<file path="src/rtl/tmr16_pkg.sv">
package tmr16_pkg;

    localparam int MODE_W = 4;

    typedef enum logic [1:0] {TOP_FIXED, TOP_CMPA, TOP_CAP} top_src_e;
    typedef enum logic [1:0] {UPD_NOW, UPD_AT_TOP, UPD_AT_BOT} upd_e;
    typedef enum logic [1:0] {OVF_AT_MAX, OVF_AT_TOP, OVF_AT_BOT} ovf_e;

    typedef struct packed {
        logic       dual;   // two-slope counting
        top_src_e   src;    // where TOP comes from
        logic [1:0] fsel;   // fixed TOP: 0 full range, 1..3 = 8..10 bits
        upd_e       upd;    // compare buffer transfer point
        ovf_e       ovf;    // overflow strobe point
    } mode_cfg_t;

    function automatic mode_cfg_t mk_cfg(logic d, top_src_e s, logic [1:0] f,
                                         upd_e u, ovf_e o);
        mode_cfg_t c;
        c.dual = d;
        c.src  = s;
        c.fsel = f;
        c.upd  = u;
        c.ovf  = o;
        return c;
    endfunction

    function automatic mode_cfg_t decode_mode(logic [MODE_W-1:0] m);
        mode_cfg_t c;
        case (m)
            4'd1, 4'd2, 4'd3: c = mk_cfg(1'b1, TOP_FIXED, m[1:0], UPD_AT_TOP, OVF_AT_BOT);
            4'd4:             c = mk_cfg(1'b0, TOP_CMPA,  2'd0,   UPD_NOW,    OVF_AT_MAX);
            4'd5, 4'd6, 4'd7: c = mk_cfg(1'b0, TOP_FIXED, m[1:0], UPD_AT_BOT, OVF_AT_TOP);
            4'd8:             c = mk_cfg(1'b1, TOP_CAP,   2'd0,   UPD_AT_BOT, OVF_AT_BOT);
            4'd9:             c = mk_cfg(1'b1, TOP_CMPA,  2'd0,   UPD_AT_BOT, OVF_AT_BOT);
            4'd10:            c = mk_cfg(1'b1, TOP_CAP,   2'd0,   UPD_AT_TOP, OVF_AT_BOT);
            4'd11:            c = mk_cfg(1'b1, TOP_CMPA,  2'd0,   UPD_AT_TOP, OVF_AT_BOT);
            4'd12:            c = mk_cfg(1'b0, TOP_CAP,   2'd0,   UPD_NOW,    OVF_AT_MAX);
            4'd14:            c = mk_cfg(1'b0, TOP_CAP,   2'd0,   UPD_AT_BOT, OVF_AT_TOP);
            4'd15:            c = mk_cfg(1'b0, TOP_CMPA,  2'd0,   UPD_AT_BOT, OVF_AT_TOP);
            default:          c = mk_cfg(1'b0, TOP_FIXED, 2'd0,   UPD_NOW,    OVF_AT_MAX);
        endcase
        return c;
    endfunction

endpackage

</file>
<file path="src/rtl/tmr16_mode_dec.sv">
module tmr16_mode_dec
    import tmr16_pkg::*;
(
    input  logic [MODE_W-1:0] mode,
    output mode_cfg_t         cfg
);
    always_comb cfg = decode_mode(mode);
endmodule

</file>
<file path="src/rtl/tmr16_cmp_slot.sv">
module tmr16_cmp_slot
    import tmr16_pkg::*;
#(
    parameter int CW = 16
) (
    input  logic          clk,
    input  logic          rst,
    input  upd_e          upd,
    input  logic          ev_top,
    input  logic          ev_bot,
    input  logic          we,
    input  logic [CW-1:0] wdata,
    output logic [CW-1:0] act
);
    logic [CW-1:0] buf_q;

    always_ff @(posedge clk) begin
        if (rst) begin
            buf_q <= '0;
            act   <= '0;
        end else begin
            if (we) buf_q <= wdata;
            case (upd)
                UPD_NOW:    if (we)     act <= wdata;
                UPD_AT_TOP: if (ev_top) act <= buf_q;
                UPD_AT_BOT: if (ev_bot) act <= buf_q;
                default:    act <= act;
            endcase
        end
    end
endmodule

</file>
<file path="src/rtl/tmr16_count_core.sv">
module tmr16_count_core
    import tmr16_pkg::*;
#(
    parameter int CW = 16
) (
    input  logic          clk,
    input  logic          rst,
    input  logic          tick,
    input  logic          dual,
    input  logic [CW-1:0] top_val,
    input  logic          load_we,
    input  logic [CW-1:0] load_data,
    output logic [CW-1:0] cnt,
    output logic          dn
);
    localparam logic [CW-1:0] ONE = CW'(1);

    always_ff @(posedge clk) begin
        if (rst) begin
            cnt <= '0;
            dn  <= 1'b0;
        end else if (load_we) begin
            cnt <= load_data;
        end else if (tick) begin
            if (!dual) begin
                dn  <= 1'b0;
                cnt <= (cnt == top_val) ? '0 : cnt + ONE;
            end else if (!dn) begin
                if (cnt >= top_val) begin
                    dn  <= 1'b1;
                    cnt <= (cnt == '0) ? '0 : cnt - ONE;
                end else begin
                    cnt <= cnt + ONE;
                end
            end else begin
                if (cnt == '0) begin
                    dn  <= 1'b0;
                    cnt <= (top_val == '0) ? '0 : ONE;
                end else begin
                    cnt <= cnt - ONE;
                end
            end
        end
    end
endmodule

</file>
<file path="src/rtl/mm_timer16.sv">
module mm_timer16
    import tmr16_pkg::*;
#(
    parameter int CW = 16
) (
    input  logic              clk,
    input  logic              rst,
    input  logic              tick,
    input  logic [MODE_W-1:0] mode,
    input  logic [CW-1:0]     wr_data,
    input  logic              cnt_we,
    input  logic              cmpa_we,
    input  logic              cmpb_we,
    input  logic              cap_we,
    output logic [CW-1:0]     count,
    output logic              down,
    output logic [CW-1:0]     cmpa_act,
    output logic [CW-1:0]     cmpb_act,
    output logic              ovf_stb,
    output logic              cmpa_stb,
    output logic              cmpb_stb,
    output logic              top_stb,
    output logic              bot_stb
);
    localparam int NCMP = 2;

    mode_cfg_t     cfg;
    logic [CW-1:0] cap_q;
    logic [CW-1:0] top_val;
    logic [CW-1:0] fixed_top;
    logic          cnt_tick;
    logic          ev_top;
    logic          ev_bot;
    logic          blk_q;
    logic [NCMP-1:0] cmp_we;
    logic [NCMP-1:0] cmp_hit;
    logic [CW-1:0]   cmp_act [NCMP];

    tmr16_mode_dec u_dec (.mode(mode), .cfg(cfg));

    always_ff @(posedge clk) begin
        if (rst)         cap_q <= '0;
        else if (cap_we) cap_q <= wr_data;
    end

    always_comb begin
        if (cfg.fsel == 2'd0) fixed_top = '1;
        else fixed_top = CW'((32'd1 << (32'd7 + 32'(cfg.fsel))) - 32'd1);
        case (cfg.src)
            TOP_CMPA: top_val = cmp_act[0];
            TOP_CAP:  top_val = cap_q;
            default:  top_val = fixed_top;
        endcase
    end

    assign cnt_tick = tick && !cnt_we;
    assign ev_top   = cnt_tick && (count == top_val);
    assign ev_bot   = cnt_tick && (count == '0);

    tmr16_count_core #(.CW(CW)) u_core (
        .clk(clk), .rst(rst), .tick(tick), .dual(cfg.dual),
        .top_val(top_val), .load_we(cnt_we), .load_data(wr_data),
        .cnt(count), .dn(down)
    );

    // match suppression after a counter load
    always_ff @(posedge clk) begin
        if (rst)           blk_q <= 1'b0;
        else if (cnt_we)   blk_q <= 1'b1;
        else if (cnt_tick) blk_q <= 1'b0;
    end

    assign cmp_we = {cmpb_we, cmpa_we};

    for (genvar g = 0; g < NCMP; g++) begin : g_cmp
        tmr16_cmp_slot #(.CW(CW)) u_slot (
            .clk(clk), .rst(rst), .upd(cfg.upd), .ev_top(ev_top),
            .ev_bot(ev_bot), .we(cmp_we[g]), .wdata(wr_data),
            .act(cmp_act[g])
        );
        assign cmp_hit[g] = cnt_tick && !blk_q && (count == cmp_act[g]);
    end

    assign cmpa_act = cmp_act[0];
    assign cmpb_act = cmp_act[1];
    assign cmpa_stb = cmp_hit[0];
    assign cmpb_stb = cmp_hit[1];
    assign top_stb  = ev_top;
    assign bot_stb  = ev_bot;

    always_comb begin
        case (cfg.ovf)
            OVF_AT_TOP: ovf_stb = ev_top;
            OVF_AT_BOT: ovf_stb = ev_bot;
            default:    ovf_stb = cnt_tick && (count == '1);
        endcase
    end
endmodule

</file>
<file path="config.mk">
export PLATFORM = sky130hd
export DESIGN_NAME = mm_timer16
export DESIGN_NICKNAME = d
export VERILOG_FILES = /design/src/rtl/tmr16_pkg.sv /design/src/rtl/tmr16_mode_dec.sv /design/src/rtl/tmr16_cmp_slot.sv /design/src/rtl/tmr16_count_core.sv /design/src/rtl/mm_timer16.sv
export SDC_FILE = /design/constraint.sdc
export NUM_CORES = 1
export LEC_CHECK = 0
export BUFFER_PORTS_ARGS = -buffer_cell sky130_fd_sc_hd__buf_2
export CORE_MARGIN = 4
export CORE_UTILIZATION = 45
export CTS_CLUSTER_SIZE = 10
export DETAILED_ROUTE_END_ITERATION = 10
export HOLD_SLACK_MARGIN = 0.15
export PLACE_DENSITY = 0.67
export SETUP_SLACK_MARGIN = 0.3
export SYNTH_ARGS = -nofsm -noshare
export SYNTH_HDL_FRONTEND = slang
export SYNTH_SLANG_ARGS = --single-unit
</file>
<file path="constraint.sdc">
create_clock -name clk -period 6.3 [get_ports clk]
set_clock_uncertainty 0.05 [all_clocks]
set_input_delay 0.945 -clock clk [delete_from_list [all_inputs] [get_ports clk]]
set_output_delay 0.945 -clock clk [all_outputs]
set_load 0.05 [all_outputs]
</file>
* Word level (Yosys, flattened, before mapping)
Cells that the tools add are included.
** Word-level totals
- Register bits :: 98
- Bits of input ports :: 27
- Word-level logic and storage cells :: 91
** Operators by class
- $add $sub $neg :: 4
- Order comparisons :: 1
- Eq/ne operators :: 28
- Shift-type cells :: 1
- Multiplexer cells :: 27
- Bitwise gates (word level) :: 1
- Reduce and logical (&&, ||, !) cells :: 21
** Operators with widths (count)
- 16-bit two-way mux :: 15
- 16-bit case mux with 3 select lines :: 2
- 9-bit case mux with 10 select lines :: 1
- 16-bit == test :: 3
- 16-bit logical NOT :: 2
- 16-bit case mux with 2 select lines :: 1
- 16-bit by 1-bit subtractor with 16-bit output (second input constant) :: 2
- 4-bit == test (second input constant) :: 7
- 16-bit by 1-bit adder with 16-bit output (second input constant) :: 1
- 16-bit == test (second input constant) :: 1
- 4-bit by 3-bit == test with 1-bit output (second input constant) :: 4
- 16-bit greater-or-equal comparator :: 1
- 1-bit by 4-bit << shifter with 16-bit output (first input constant) :: 1
- 4-bit by 2-bit == test with 1-bit output (second input constant) :: 2
- 2-bit != test (second input constant) :: 4
- 4-bit AND reduction :: 2
- 1-bit logical AND :: 7
- 1-bit two-way mux :: 7
- 2-bit by 1-bit == test with 1-bit output (second input constant) :: 3
- 2-bit == test (second input constant) :: 3
- 3-bit OR reduction :: 2
- 3-bit by 2-bit adder with 4-bit output (first input constant) :: 1
- 4-bit by 1-bit == test with 1-bit output (second input constant) :: 1
- 2-bit logical NOT :: 2
- 6 further kinds :: 8

* Longest topological paths before layout
Gate-level depths: netlist of run 1.
- Depth in word-level cells :: 15
- Mapped depth :: 17

* Hierarchy
Synthesis of run 1 repeated with hierarchy kept, for this count alone.
** Second synthesis, totals
- Cell total of the unflattened synthesis :: 801
- Area, all modules :: 7059.3 µm²
** By module, submodules not included
- tmr16_cmp_slot :: times used 2, cells an instance 149, area an instance 1550.2 µm², sequential area each 640.6 µm²
- tmr16_count_core :: times used 1, cells an instance 292, area an instance 2205.9 µm², sequential area each 340.3 µm²
- mm_timer16 :: times used 1, cells an instance 196, area an instance 1659.1 µm², sequential area each 340.3 µm²
- tmr16_mode_dec :: times used 1, cells an instance 15, area an instance 93.8 µm², sequential area each 0.0 µm²

* Worst setup path before layout of run 1
Ideal clock, no wire load.
- Path kind :: input to output
- From :: input mode[1]
- To :: output ovf_stb
- Arrival time :: 5344 ps
- Data required time :: 5305 ps
- Slack :: -39 ps
- Stages on the path :: 14
- Path through :: nand2b_1 > or3_1 > nand2_1 > ha_1 > clkbuf_1 > clkbuf_1 > a22oi_1 > o21a_1 > ha_1 > nand4_1 > nor4_1 > and2_1 > a22oi_1 > o21ai_0
** On the way
- Longest elaborated chain between the ends :: 11
- Elaborated cells between the ends (all ways) :: 30
** RTL lines
- from (decl) :: line mm_timer16.sv:9 : input logic [MODE_W-1:0] mode,
- 4-bit by 3-bit == test with 1-bit output, or another cell as far along :: line tmr16_pkg.sv:30 : case (m)
- 3-bit OR reduction :: line tmr16_pkg.sv:30
- 9-bit case mux with 10 select lines * :: line tmr16_pkg.sv:30
- 3-bit by 2-bit adder with 4-bit output :: line mm_timer16.sv:48 : else fixed_top = CW'((32'd1 << (32'd7 + 32'(cfg.fsel))) - 32'd1);
- 1-bit by 4-bit << shifter with 16-bit output :: line mm_timer16.sv:48
- 16-bit by 1-bit subtractor with 16-bit output :: line mm_timer16.sv:48
- 16-bit two-way mux :: line mm_timer16.sv:47 : if (cfg.fsel == 2'd0) fixed_top = '1;
- 16-bit case mux with 2 select lines * :: line mm_timer16.sv:49 : case (cfg.src)
- 16-bit == test * :: line mm_timer16.sv:57 : assign ev_top = cnt_tick && (count == top_val);
- 1-bit logical AND * :: line mm_timer16.sv:57
- via top_stb :: line mm_timer16.sv:22 : output logic top_stb,
- 1-bit case mux with 2 select lines * :: line mm_timer16.sv:92 : case (cfg.ovf)
- to (decl) :: line mm_timer16.sv:19 : output logic ovf_stb,
Mark *: on every way through the listed nets, which the timed path passes. The rest lies on a longest branch.

* Worst setup path after layout of run 1
- From :: input mode[1]
- To :: output ovf_stb
** On the way
- Longest elaborated chain between the ends :: 11
- Elaborated cells between the ends (all ways) :: 30
** RTL lines (line)
- 4-bit by 3-bit == test with 1-bit output, or another cell as far along :: tmr16_pkg.sv:30
- 3-bit OR reduction :: tmr16_pkg.sv:30
- 9-bit case mux with 10 select lines * :: tmr16_pkg.sv:30
- 3-bit by 2-bit adder with 4-bit output :: mm_timer16.sv:48
- 1-bit by 4-bit << shifter with 16-bit output :: mm_timer16.sv:48
- 16-bit by 1-bit subtractor with 16-bit output :: mm_timer16.sv:48
- 16-bit two-way mux :: mm_timer16.sv:47
- 16-bit case mux with 2 select lines :: mm_timer16.sv:49
- 16-bit == test :: mm_timer16.sv:57
- 1-bit logical AND :: mm_timer16.sv:57
- 1-bit case mux with 2 select lines * :: mm_timer16.sv:92
Every way passes the cells marked *; elsewhere a longest branch is shown, timed or not.

==> results of run 1 <==
==> registers in the layout, indices dropped and copies added, names as in the netlist <==
| signal | flops |
|---|---|
| g_cmp.u_slot.buf_q | 32 |
| g_cmp.u_slot.act | 32 |
| u_core.dn | 1 |
| u_core.cnt | 16 |
| blk_q | 1 |
| cap_q | 16 |
==> metal layers <==
metal	vias up	share of wire (%)	global-route usage [%]
met5	-	0	0
met2	262	44	37.3
met3	42	6.8	3.58
met1	2819	47	36.9
met4	0	2.7	10.1
li1	2747	-	-
==> synth_stat cells (8+ instances only) <==
cell,n,area (sq um)
ha_1,30,375
buf_1,9,33.8
nand4_1,15,93.8
nor2_1,107,402
mux2i_1,82,821
xnor2_1,30,263
a21oi_1,18,90.1
clkbuf_1,42,158
nor3_1,26,130
a22oi_1,8,60.1
a211oi_2,28,350
a221o_1,8,80.1
o21ai_0,21,105
nand2_1,35,131
nor4_1,9,56.3
inv_1,20,75.1
dfxtp_1,98,1960
xor2_1,24,210
nand3_1,14,70.1
a41oi_1,8,70.1
nand2b_1,10,62.6
==> layout make-up <==
type / count / area, sq um / share of cell area, %
Clock buffer: 11 / 253 / 3.52
Timing Repair Buffer: 87 / 455 / 6.35
Multi-Input combinational cell: 565 / 4130 / 57.5
Clock inverter: 5 / 71.3 / 0.994
Sequential cell: 98 / 1960 / 27.4
Tap cell: 180 / 225 / 3.14
Inverter: 21 / 78.8 / 1.10
==> cell families after synthesis <==
| family | count (synthesis) |
|---|---|
| and+or+nand+nor | 258 |
| adders and majority gates | 30 |
| xor gates and xnor gates | 54 |
| DFF | 98 |
| AOI/OAI and AO/OA | 140 |
| muxes | 83 |
| buffers and inverters | 82 |
==> worst min-delay path: stages (launching register included) <==
cell,delay (ns)
dfxtp_1,0.33
mux2i_1,0.06
nor2_1,0.07
==> cell usage in the layout (no fill, tap or decap), drive strengths merged, types with 4 or more instances in the layout <==
master  count
nor2      107
dfxtp      98
buf        87
mux2i      82
nand2      35
a211oi     35
xnor2      30
ha         30
nor3       26
xor2       24
o21ai      22
inv        21
a21oi      18
nand4      15
nand3      14
clkbuf     11
nand2b     10
nor4       10
a22oi       8
a221o       8
a41oi       8
o21a        7
and2        7
or4         7
a221oi      5
or3         5
nor2b       5
nor3b       5
a21o        4
o31ai       4
==> power by group through the flow <==
| stage | logic (uW) | registers (uW) | clock network [uW] |
|---|---|---|---|
| detailed placement | 615 | 778 | 0 |
| floorplan | 386 | 850 | 0 |
| finish | 622 | 767 | 605 |
| global placement | 603 | 777 | 0 |
| global route | 673 | 774 | 628 |
| CTS | 619 | 764 | 609 |
==> worst min path at each step <==
stage	endpoint	cells past startpoint	slack (ns)	from
CTS	blk_q	2	0.45	blk_q
floorplan	blk_q	2	0.41	blk_q
finish	g_cmp[0].u_slot.buf_q[4]	2	0.45	g_cmp[0].u_slot.buf_q[4]
global route	g_cmp[0].u_slot.buf_q[4]	2	0.47	g_cmp[0].u_slot.buf_q[4]
global placement	blk_q	2	0.42	blk_q
detailed placement	g_cmp[0].u_slot.buf_q[4]	2	0.43	g_cmp[0].u_slot.buf_q[4]
==> metrics by stage <==
step           std cells  total power (uW)  hold WS (ns)
3_3_place_gp         951              1380         0.419
3_5_place_dp         951              1390         0.427
4_1_cts              967              1990         0.446
6_report             967              1990         0.445
5_1_grt              967              2080         0.473
2_1_floorplan        745              1240         0.408
==> impl_metrics.py, run 1 <==
metrics = {
    "setup_path": {
        "rr_startpoint": "u_core.cnt[13]",
        "worstSetupStartpoint": "mode[1]",
        "timing.rr.end": "u_core.cnt[5]",
        "slowest_stage": "ha_1",
        "crit_chain": "buf_2 -> nand2b_1 -> or3_1 -> nand2_1 -> ha_1 -> o21ai_1 -> o21a_1 -> ha_1 -> nand4_1 -> nor4_1 -> buf_4 -> and2_1 -> a22oi_1 -> o21ai_1 -> buf_2",
        "cp.depth": 15,
        "arrival_ns": 4.41,
        "cp.required_ns": 5.30,
        "crit_fanout": 23,
        "r2r_slack_ns": 2.98,
        "critPathKind": "in2out",
        "slowest_delay_ns": 0.62,
        "worstRegToRegCells": 7,
        "crit_path_start_kind": "primary input",
        "critPathTopFamily": "simple AND/OR/NAND/NOR gates",
        "endpoint": "ovf_stb",
        "worst-path-buf-inv": 3,
        "endpoint_kind": "primary output",
    },
    "cts": {
        "cts_max_level": 3,
        "path_clk_slew_ns": 0.07,
        "clock-sinks": 98,
        "cts-root-buf": "clkbuf_16",
        "numCtsBuffers": 9,
        "clock_path_buffers": 2,
        "cts_tree": "done",
        "ctsResizeCount": 0,
        "postCtsSetupBuffers": 0,
        "hold_buffers": 0,
        "insertion_delay_ns": 0.36,
    },
    "floorplanning": {
        "core_area_sq_um": 13900,
        "start_util_pct": 46.3,
        "fp-row-count": 43,
        "design.die.area_sq_um": 16300,
        "pin_count": 81,
        "die_height_microns": 128,
        "die_x_microns": 128,
    },
    "yosys": {
        "syn_inst": 745,
        "synthAdderAreaFrac_pct": 5.82,
        "async_flop_share_pct": 0,
        "ys_seq_area_share_pct": 30.4,
        "yosys_warnings": 0,
        "yosys.area_share.simple_pct": 19.6,
        "synth-edff-count": 0,
        "synth.cell_area_sq_um": 6450,
        "synth_top_flop_cell": "dfxtp_1",
        "syn_area_per_cell_sq_um": 8.66,
        "synth_top_family_by_area": "simple AND/OR/NAND/NOR gates",
        "ys_ff_latch": 98,
        "synth_compound_area_share_pct": 18.3,
        "ys_types": 59,
        "yosys.area_share.xor_xnor_pct": 7.33,
        "synthMuxAreaShare_pct": 12.9,
        "synth_fp_nets": 802,
    },
    "min_path": {
        "hold_path_class": "reg2reg",
    },
    "pwr": {
        "switchingPower_uw": 771,
        "clock_power_share_pct": 30.3,
        "leakagePower_uw": 0.00310,
        "power_density_nw_per_um2": 278,
        "power.share.switching_pct": 38.7,
        "vdd_drop_max_mv": 0.189,
        "pwr-share-comb_pct": 31.2,
        "p_seq_share_pct": 38.5,
        "intPower_uw": 1220,
    },
    "drt": {
        "dr_total_vias": 5870,
        "firstDrtPassIters": 6,
        "ant_nets": 0,
        "routed_wl_mm": 20.4,
        "drc": 0,
        "drt_iter0_markers": 714,
        "drt-vias-per-instance": 6.07,
        "wl_per_cell_microns": 21.1,
    },
    "sta": {
        "min_period_ns": 5.41,
        "setup_tns_ns": 0,
        "tightest_slew_ns": 1.17,
        "slew_headroom_pct": 21.8,
        "rsz0062_at_grt": "false",
        "setup_violations": 0,
        "fin_ws_ns": 0.894,
        "min_period_over_period_pct": 85.8,
        "finalMaxSlewViolations": 0,
        "max_freq_mhz": 185,
        "hold_viol": 0,
    },
    "layout": {
        "area_delta_synth_final_pct": 11.2,
        "drive_above_1_share_pct": 18.4,
        "fin_util_pct": 51.5,
        "num-fill-cells": 1326,
        "final_cell_area_sq_um": 7170,
        "diodes": 0,
        "nets": 839,
    },
    "grt": {
        "grt.overflow.total": 0,
        "grt_pass1_wl_mm": 32.1,
        "grt.total_usage_pct": 25.2,
        "grt_pass1_vias": 5612,
        "antenna_found_initial": 0,
        "grt_max_degree": 96,
    },
    "placed_design": {
        "dpl_cell_area_sq_um": 6850,
        "dpl.hpwl_mm": 14.4,
        "gp_congestion": 0.914,
        "dp_worst_setup_slack_ns": 0.943,
        "io_buffer_count": 80,
    },
    "flow_run": {
        "drv_cap": 0,
    },
    "outcome": {
        "outcome": "finished clean",
    },
}
Power figures use the tool's default switching activity.
==> run 2, diff against run 1 <==
--- a/config.mk
+++ b/config.mk
@@ -5,7 +5,9 @@
 export SDC_FILE = /design/constraint.sdc
 export NUM_CORES = 1
 export LEC_CHECK = 0
+export ABC_AREA = 1
 export BUFFER_PORTS_ARGS = -buffer_cell sky130_fd_sc_hd__buf_2
+export CAP_MARGIN = 20
 export CORE_MARGIN = 4
 export CORE_UTILIZATION = 45
 export CTS_CLUSTER_SIZE = 10
==> run 2 against run 1 <==
Global-route usage up 2.2 points; sequential share of layout area down 0.35 points; critical path depth up 6; combinational power up 4.5%; flip-flop and latch count unchanged; via count up 20%; non-clock buffer count up 4; count of clock-buffer cells in the layout down 1; cell count up 32%.
==> impl_metrics.py, run 2 <==
metrics = {
    "placed_design": {
        "dpl.hpwl_mm": 16.5,
        "io_buffer_count": 80,
        "dp_cells": 1260,
        "gp_congestion": 1.01,
    },
    "sta": {
        "whs_ns": 0.401,
        "hold_viol": 0,
        "slew_headroom_pct": 34.0,
        "tightest_slew_ns": 0.989,
        "setup_tns_ns": 0,
        "rsz0062_at_grt": "false",
        "min_period_over_period_pct": 82.0,
        "finalMaxSlewViolations": 0,
        "setup_violations": 0,
        "min_period_ns": 5.17,
        "max_freq_mhz": 193,
    },
    "floorplanning": {
        "start_util_pct": 46.5,
        "pin_count": 81,
        "die_height_microns": 128,
        "core_area_sq_um": 14000,
        "fp-row-count": 43,
        "die_x_microns": 128,
        "design.die.area_sq_um": 16500,
    },
    "setup_path": {
        "crit_path_start_kind": "primary input",
        "critPathKind": "in2out",
        "crit_fanout": 16,
        "arrival_ns": 4.17,
        "endpoint_kind": "primary output",
        "cp.required_ns": 5.30,
    },
    "yosys": {
        "yosys.cell_count.top_type": "nand2_1",
        "syn_area_per_cell_sq_um": 6.24,
        "synth_area_leaders": "dfxtp_1, nand2_1, o21ai_0",
        "ys_types": 38,
        "yosys_warnings": 0,
        "async_flop_share_pct": 0,
        "syn_inst": 1047,
        "synth_top_flop_cell": "dfxtp_1",
        "synth-edff-count": 0,
        "yosysTopAreaCell": "dfxtp_1",
        "ys_seq_area_share_pct": 30.0,
        "synth.cell_area_sq_um": 6530,
        "yosysTopAreaCellShare_pct": 30.0,
        "ys_ff_latch": 98,
        "synth_commonest_cells": "nand2_1, nor2_1, inv_1",
        "synth_fp_nets": 1104,
    },
    "cts": {
        "postCtsSetupBuffers": 0,
        "cts_tree": "done",
        "cts_max_level": 3,
        "path_clk_slew_ns": 0.07,
        "clock-sinks": 98,
        "hold_buffers": 0,
        "ctsResizeCount": 0,
        "cts-root-buf": "clkbuf_16",
        "insertion_delay_ns": 0.35,
        "clock_path_buffers": 2,
        "numCtsBuffers": 9,
    },
    "layout": {
        "area_delta_synth_final_pct": 11.2,
        "final_cell_mix": "nand2_1, nor2_1, inv_1, o21ai_0, dfxtp_1",
        "diodes": 0,
        "final_common_cell": "nand2_1",
        "fin_util_pct": 51.7,
        "top_regs": "g_cmp.u_slot.act x32, g_cmp.u_slot.buf_q x32",
        "drive_above_1_share_pct": 11.6,
        "num-fill-cells": 1469,
        "stdcell_count": 1276,
        "nets": 1148,
    },
    "grt": {
        "antenna_found_initial": 0,
        "grt_pass1_wl_mm": 34.9,
        "grt_max_degree": 65,
        "use_met2_pct": 44.0,
        "grt_most_used_layer": "met2",
        "grt.overflow.total": 0,
        "grt.total_usage_pct": 27.5,
        "grt_pass1_vias": 6261,
        "grtUsageMet1_pct": 37.0,
        "met3_usage_pct": 4.61,
    },
    "pwr": {
        "leakagePower_uw": 0.00356,
        "power.total_uw": 1940,
        "vdd_drop_max_mv": 0.152,
        "power_density_nw_per_um2": 267,
    },
    "min_path": {
        "hold_path_class": "reg2reg",
    },
    "drt": {
        "dr_total_vias": 7023,
        "firstDrtPassIters": 5,
        "drc": 0,
        "ant_nets": 0,
        "routed_wl_mm": 22.8,
        "drt_iter0_markers": 746,
        "wl_per_cell_microns": 17.8,
        "drt-vias-per-instance": 5.50,
    },
    "flow_run": {
        "drv_cap": 0,
    },
    "outcome": {
        "outcome": "finished clean",
    },
}
## run 2: path summary, 6_finish.rpt
check	startpoint	to	slack, ns	cells past startpoint
setup / recovery	mode[3]	ovf_stb	1.13	21
hold / removal	g_cmp[0].u_slot.buf_q[6]	g_cmp[0].u_slot.buf_q[6]	0.40	2
setup reg to reg	u_core.cnt[0]	g_cmp[1].u_slot.act[6]	3.04	12
hold reg to reg	g_cmp[0].u_slot.buf_q[6]	g_cmp[0].u_slot.buf_q[6]	0.40	2
## run 2: worst max-delay path: stages
cell and delay, ns:
buf_2 0.10, inv_1 0.12, nor2_1 0.07, inv_1 0.07, o21ai_0 0.07, a21oi_1 0.17
ha_1 0.35, inv_1 0.37, nand2_1 0.12, nand2_1 0.09, inv_1 0.04, ha_1 0.28
nand2_1 0.07, nor2_1 0.15, nand2_1 0.11, nor2_2 0.26, inv_1 0.12, nor2_1 0.15
nand2_1 0.07, a22oi_1 0.15, buf_2 0.29
## run 2: per-stage QoR
| step | area, sq um | setup slack (ns) |
|---|---|---|
| after floorplan | 6530 | 0.530 |
| after global placement | 6980 | 1.38 |
| after detailed placement | 6990 | 1.23 |
| after CTS | 7260 | 1.21 |
| after global routing | 7260 | 0.752 |
| final | 7260 | 1.13 |
## run 2: routing by layer
| layer | routed length [microns] | vias to the layer above | part of all wire [%] |
|---|---|---|---|
| met4 | 729 | 0 | 3.2 |
| met2 | 10400 | 323 | 46 |
| met5 | 0 | - | 0 |
| li1 | - | 3473 | - |
| met1 | 9760 | 3167 | 43 |
| met3 | 1870 | 60 | 8.2 |
## run 2: layout make-up
type	count	area, sq um	area share (%)
tap	180	225	3.10
sequential	98	1960	27.0
clock buffer	10	229	3.15
multi-input combinational	766	3840	52.9
timing repair buffer	91	487	6.70
clock inverter	6	48.8	0.672
inverter	125	472	6.49
## run 2: cells by family after synthesis
family | count (synthesis) | share of synthesized area (%)
AND/OR/NAND/NOR | 464 | 29.3
adder cells (fa/ha/maj) | 30 | 5.74
AO/OA/AOI/OAI | 245 | 20.1
XOR/XNOR | 27 | 3.62
flip-flops | 98 | 30.0
buffers and inverters | 183 | 11.2
## run 2: report_power, final
| group | internal [uW] | total [uW] | switching [uW] | leakage (uW) |
|---|---|---|---|---|
| clock | 272 | 529 | 257 | 0.000131 |
| sequential | 676 | 757 | 80.9 | 0.000813 |
| combinational | 192 | 650 | 458 | 0.00262 |
| total | 1140 | 1940 | 795 | 0.00356 |
==> run 3, diff against run 2 <==
--- a/config.mk
+++ b/config.mk
@@ -13,7 +13,7 @@
 export CTS_CLUSTER_SIZE = 10
 export DETAILED_ROUTE_END_ITERATION = 10
 export HOLD_SLACK_MARGIN = 0.15
-export PLACE_DENSITY = 0.67
+export PLACE_DENSITY = 0.7
 export SETUP_SLACK_MARGIN = 0.3
 export SYNTH_ARGS = -nofsm -noshare
 export SYNTH_HDL_FRONTEND = slang
==> constraint.sdc (replaced) <==
create_clock -name clk -period 4.36 [get_ports clk]
set_clock_uncertainty 0.05 [all_clocks]
set_input_delay 0.654 -clock clk [delete_from_list [all_inputs] [get_ports clk]]
set_output_delay 0.654 -clock clk [all_outputs]
set_load 0.05 [all_outputs]
==> run 3 against run 2 <==
Combinational power is 50% higher; first-iteration DRC count increased by 30%; die area did not move; register-to-register slack lost 1.6 ns; sequential power rose by 45%; flip-flop and latch count is the same; clock power is 69% higher; setup slack lost 0.70 ns.
==> impl_metrics.py, run 3 (synthesis results as in run 2) <==
metrics = {
    "outcome": {
        "outcome": "finished clean",
    },
    "setup_path": {
        "slowest_delay_ns": 0.35,
        "cp.required_ns": 3.66,
        "worst-path-buf-inv": 7,
        "critPathKind": "in2out",
        "worstRegToRegCells": 12,
        "critPathTopFamily": "simple AND/OR/NAND/NOR gates",
        "endpoint": "ovf_stb",
        "worstSetupStartpoint": "mode[3]",
        "slowest_stage": "ha_4",
        "arrival_ns": 3.23,
        "timing.rr.end": "g_cmp[1].u_slot.act[3]",
        "rr_startpoint": "u_core.cnt[0]",
        "cp.depth": 21,
        "endpoint_kind": "primary output",
        "crit_chain": "buf_8 -> inv_12 -> nor2_4 -> inv_2 -> o21ai_2 -> a21oi_2 -> ha_4 -> clkinv_8 -> or2_2 -> nand2_2 -> inv_2 -> ha_1 -> nand2_1 -> nor2_1 -> nand2_2 -> nor2_4 -> inv_2 -> nor2_4 -> nand2_1 -> a22oi_2 -> buf_6",
        "crit_fanout": 8,
        "crit_path_start_kind": "primary input",
        "r2r_slack_ns": 1.49,
    },
    "pwr": {
        "p_seq_share_pct": 37.2,
        "pwr-share-comb_pct": 32.8,
        "switchingPower_uw": 1170,
        "power.share.switching_pct": 39.3,
        "power_density_nw_per_um2": 395,
        "vdd_drop_max_mv": 0.281,
        "intPower_uw": 1800,
        "clock_power_share_pct": 30.1,
        "leakagePower_uw": 0.00365,
    },
    "grt": {
        "met3_usage_pct": 4.57,
        "grt_pass1_vias": 6277,
        "grt.total_usage_pct": 27.6,
        "use_met2_pct": 43.6,
        "antenna_found_initial": 0,
        "grt_pass1_wl_mm": 35.1,
        "grtUsageMet1_pct": 37.5,
        "grt.overflow.total": 0,
        "grt_most_used_layer": "met2",
        "grt_max_degree": 81,
    },
    "cts": {
        "hold_buffers": 0,
        "cts_tree": "done",
        "cts_max_level": 3,
        "path_clk_slew_ns": 0.07,
        "insertion_delay_ns": 0.36,
        "numCtsBuffers": 9,
        "cts-root-buf": "clkbuf_16",
        "clock_path_buffers": 2,
        "clock-sinks": 98,
    },
    "drt": {
        "dr_total_vias": 7091,
        "routed_wl_mm": 23.0,
        "drt_iter0_markers": 968,
        "drt-vias-per-instance": 5.51,
        "firstDrtPassIters": 6,
        "ant_nets": 0,
        "wl_per_cell_microns": 17.9,
        "drc": 0,
    },
    "layout": {
        "diodes": 0,
        "area_delta_synth_final_pct": 14.9,
        "final_cell_mix": "nand2_1, nor2_1, o21ai_0, inv_1, dfxtp_1",
        "nets": 1158,
        "drive_above_1_share_pct": 14.3,
        "num-fill-cells": 1479,
        "top_regs": "g_cmp.u_slot.act x32, g_cmp.u_slot.buf_q x32",
        "final_common_cell": "nand2_1",
        "fin_util_pct": 53.5,
        "stdcell_count": 1286,
    },
    "floorplanning": {
        "pin_count": 81,
        "design.die.area_sq_um": 16500,
        "start_util_pct": 46.5,
        "die_height_microns": 128,
        "core_area_sq_um": 14000,
        "fp-row-count": 43,
        "die_x_microns": 128,
    },
    "placed_design": {
        "io_buffer_count": 80,
        "dpl.hpwl_mm": 16.5,
        "dp_cells": 1261,
        "gp_congestion": 0.969,
    },
    "sta": {
        "slew_headroom_pct": 44.0,
        "tightest_slew_ns": 0.839,
        "hold_viol": 0,
        "rsz0062_at_grt": "false",
        "whs_ns": 0.402,
        "min_period_ns": 3.93,
        "min_period_over_period_pct": 90.1,
        "setup_violations": 0,
        "max_freq_mhz": 254,
        "finalMaxSlewViolations": 0,
        "setup_tns_ns": 0,
    },
    "min_path": {
        "hold_path_class": "reg2reg",
    },
    "flow_run": {
        "drv_cap": 0,
    },
}
==> run 3: cell count changes in the layout (fill, tap and decap cells not counted), moves of 4 or more <==
cell,previous run,this run
nand2_1,248,243
nor2_1,133,129
inv_2,4,8
inv_1,120,114
nand2_2,1,6
buf_4,10,21
==> run 3: timing repair <==
| action | in CTS | in global routing |
|---|---|---|
| pin swaps | 0 | 10 |
| endpoints found under the setup margin | 1 | 2 |
| buffers inserted | 0 | 8 |
| resized for setup | 4 | 21 |
==> run 3: through the flow <==
step / setup WS, ns / area (sq um) / total power [uW]
after detailed placement: 0.168 / 7040 / 2050
after global placement: 0.211 / 7040 / 2040
after CTS: 0.314 / 7380 / 2940
final: 0.430 / 7510 / 2970
after floorplan: 0.282 / 6610 / 1790
after global routing: 0.289 / 7510 / 3120
==> run 3: routing by layer <==
metal | vias to the layer above | wire [microns]
met5 | - | 0
met4 | 0 | 698
met3 | 51 | 1990
met2 | 331 | 10700
met1 | 3210 | 9610
li1 | 3499 | -
==> run 3: worst min-delay path, stage by stage, from the launching register on <==
cell     delay [ns]
dfxtp_1        0.30
inv_1          0.05
a21oi_1        0.05
==> run 3: cell type report <==
class	instances	area [sq um]	share of cell area, %
multi-input cells	766	3920	52.2
flip-flops and latches	98	1960	26.1
repair buffers	101	574	7.65
inverters	125	497	6.62
clock buffers	11	243	3.23
well taps	180	225	3.00
clock inverters	5	85.1	1.13
==> run 3: worst min path at each step <==
stage / from / end / slack [ns] / cells after the start
CTS: g_cmp[0].u_slot.buf_q[4] / g_cmp[0].u_slot.buf_q[4] / 0.40 / 2
detailed placement: g_cmp[0].u_slot.buf_q[4] / g_cmp[0].u_slot.buf_q[4] / 0.39 / 2
global placement: g_cmp[0].u_slot.buf_q[0] / g_cmp[0].u_slot.buf_q[0] / 0.39 / 2
floorplan: g_cmp[0].u_slot.buf_q[0] / g_cmp[0].u_slot.buf_q[0] / 0.37 / 2
finish: g_cmp[1].u_slot.buf_q[14] / g_cmp[1].u_slot.buf_q[14] / 0.40 / 2
global route: g_cmp[0].u_slot.buf_q[12] / g_cmp[0].u_slot.buf_q[12] / 0.42 / 2
==> run 3: power groups by stage <==
stage               clock [uW]  combinational, uW  sequential [uW]
global placement             0                923             1120
global route               938               1070             1110
floorplan                    0                564             1220
finish                     893                972             1100
CTS                        904                940             1100
detailed placement           0                932             1120
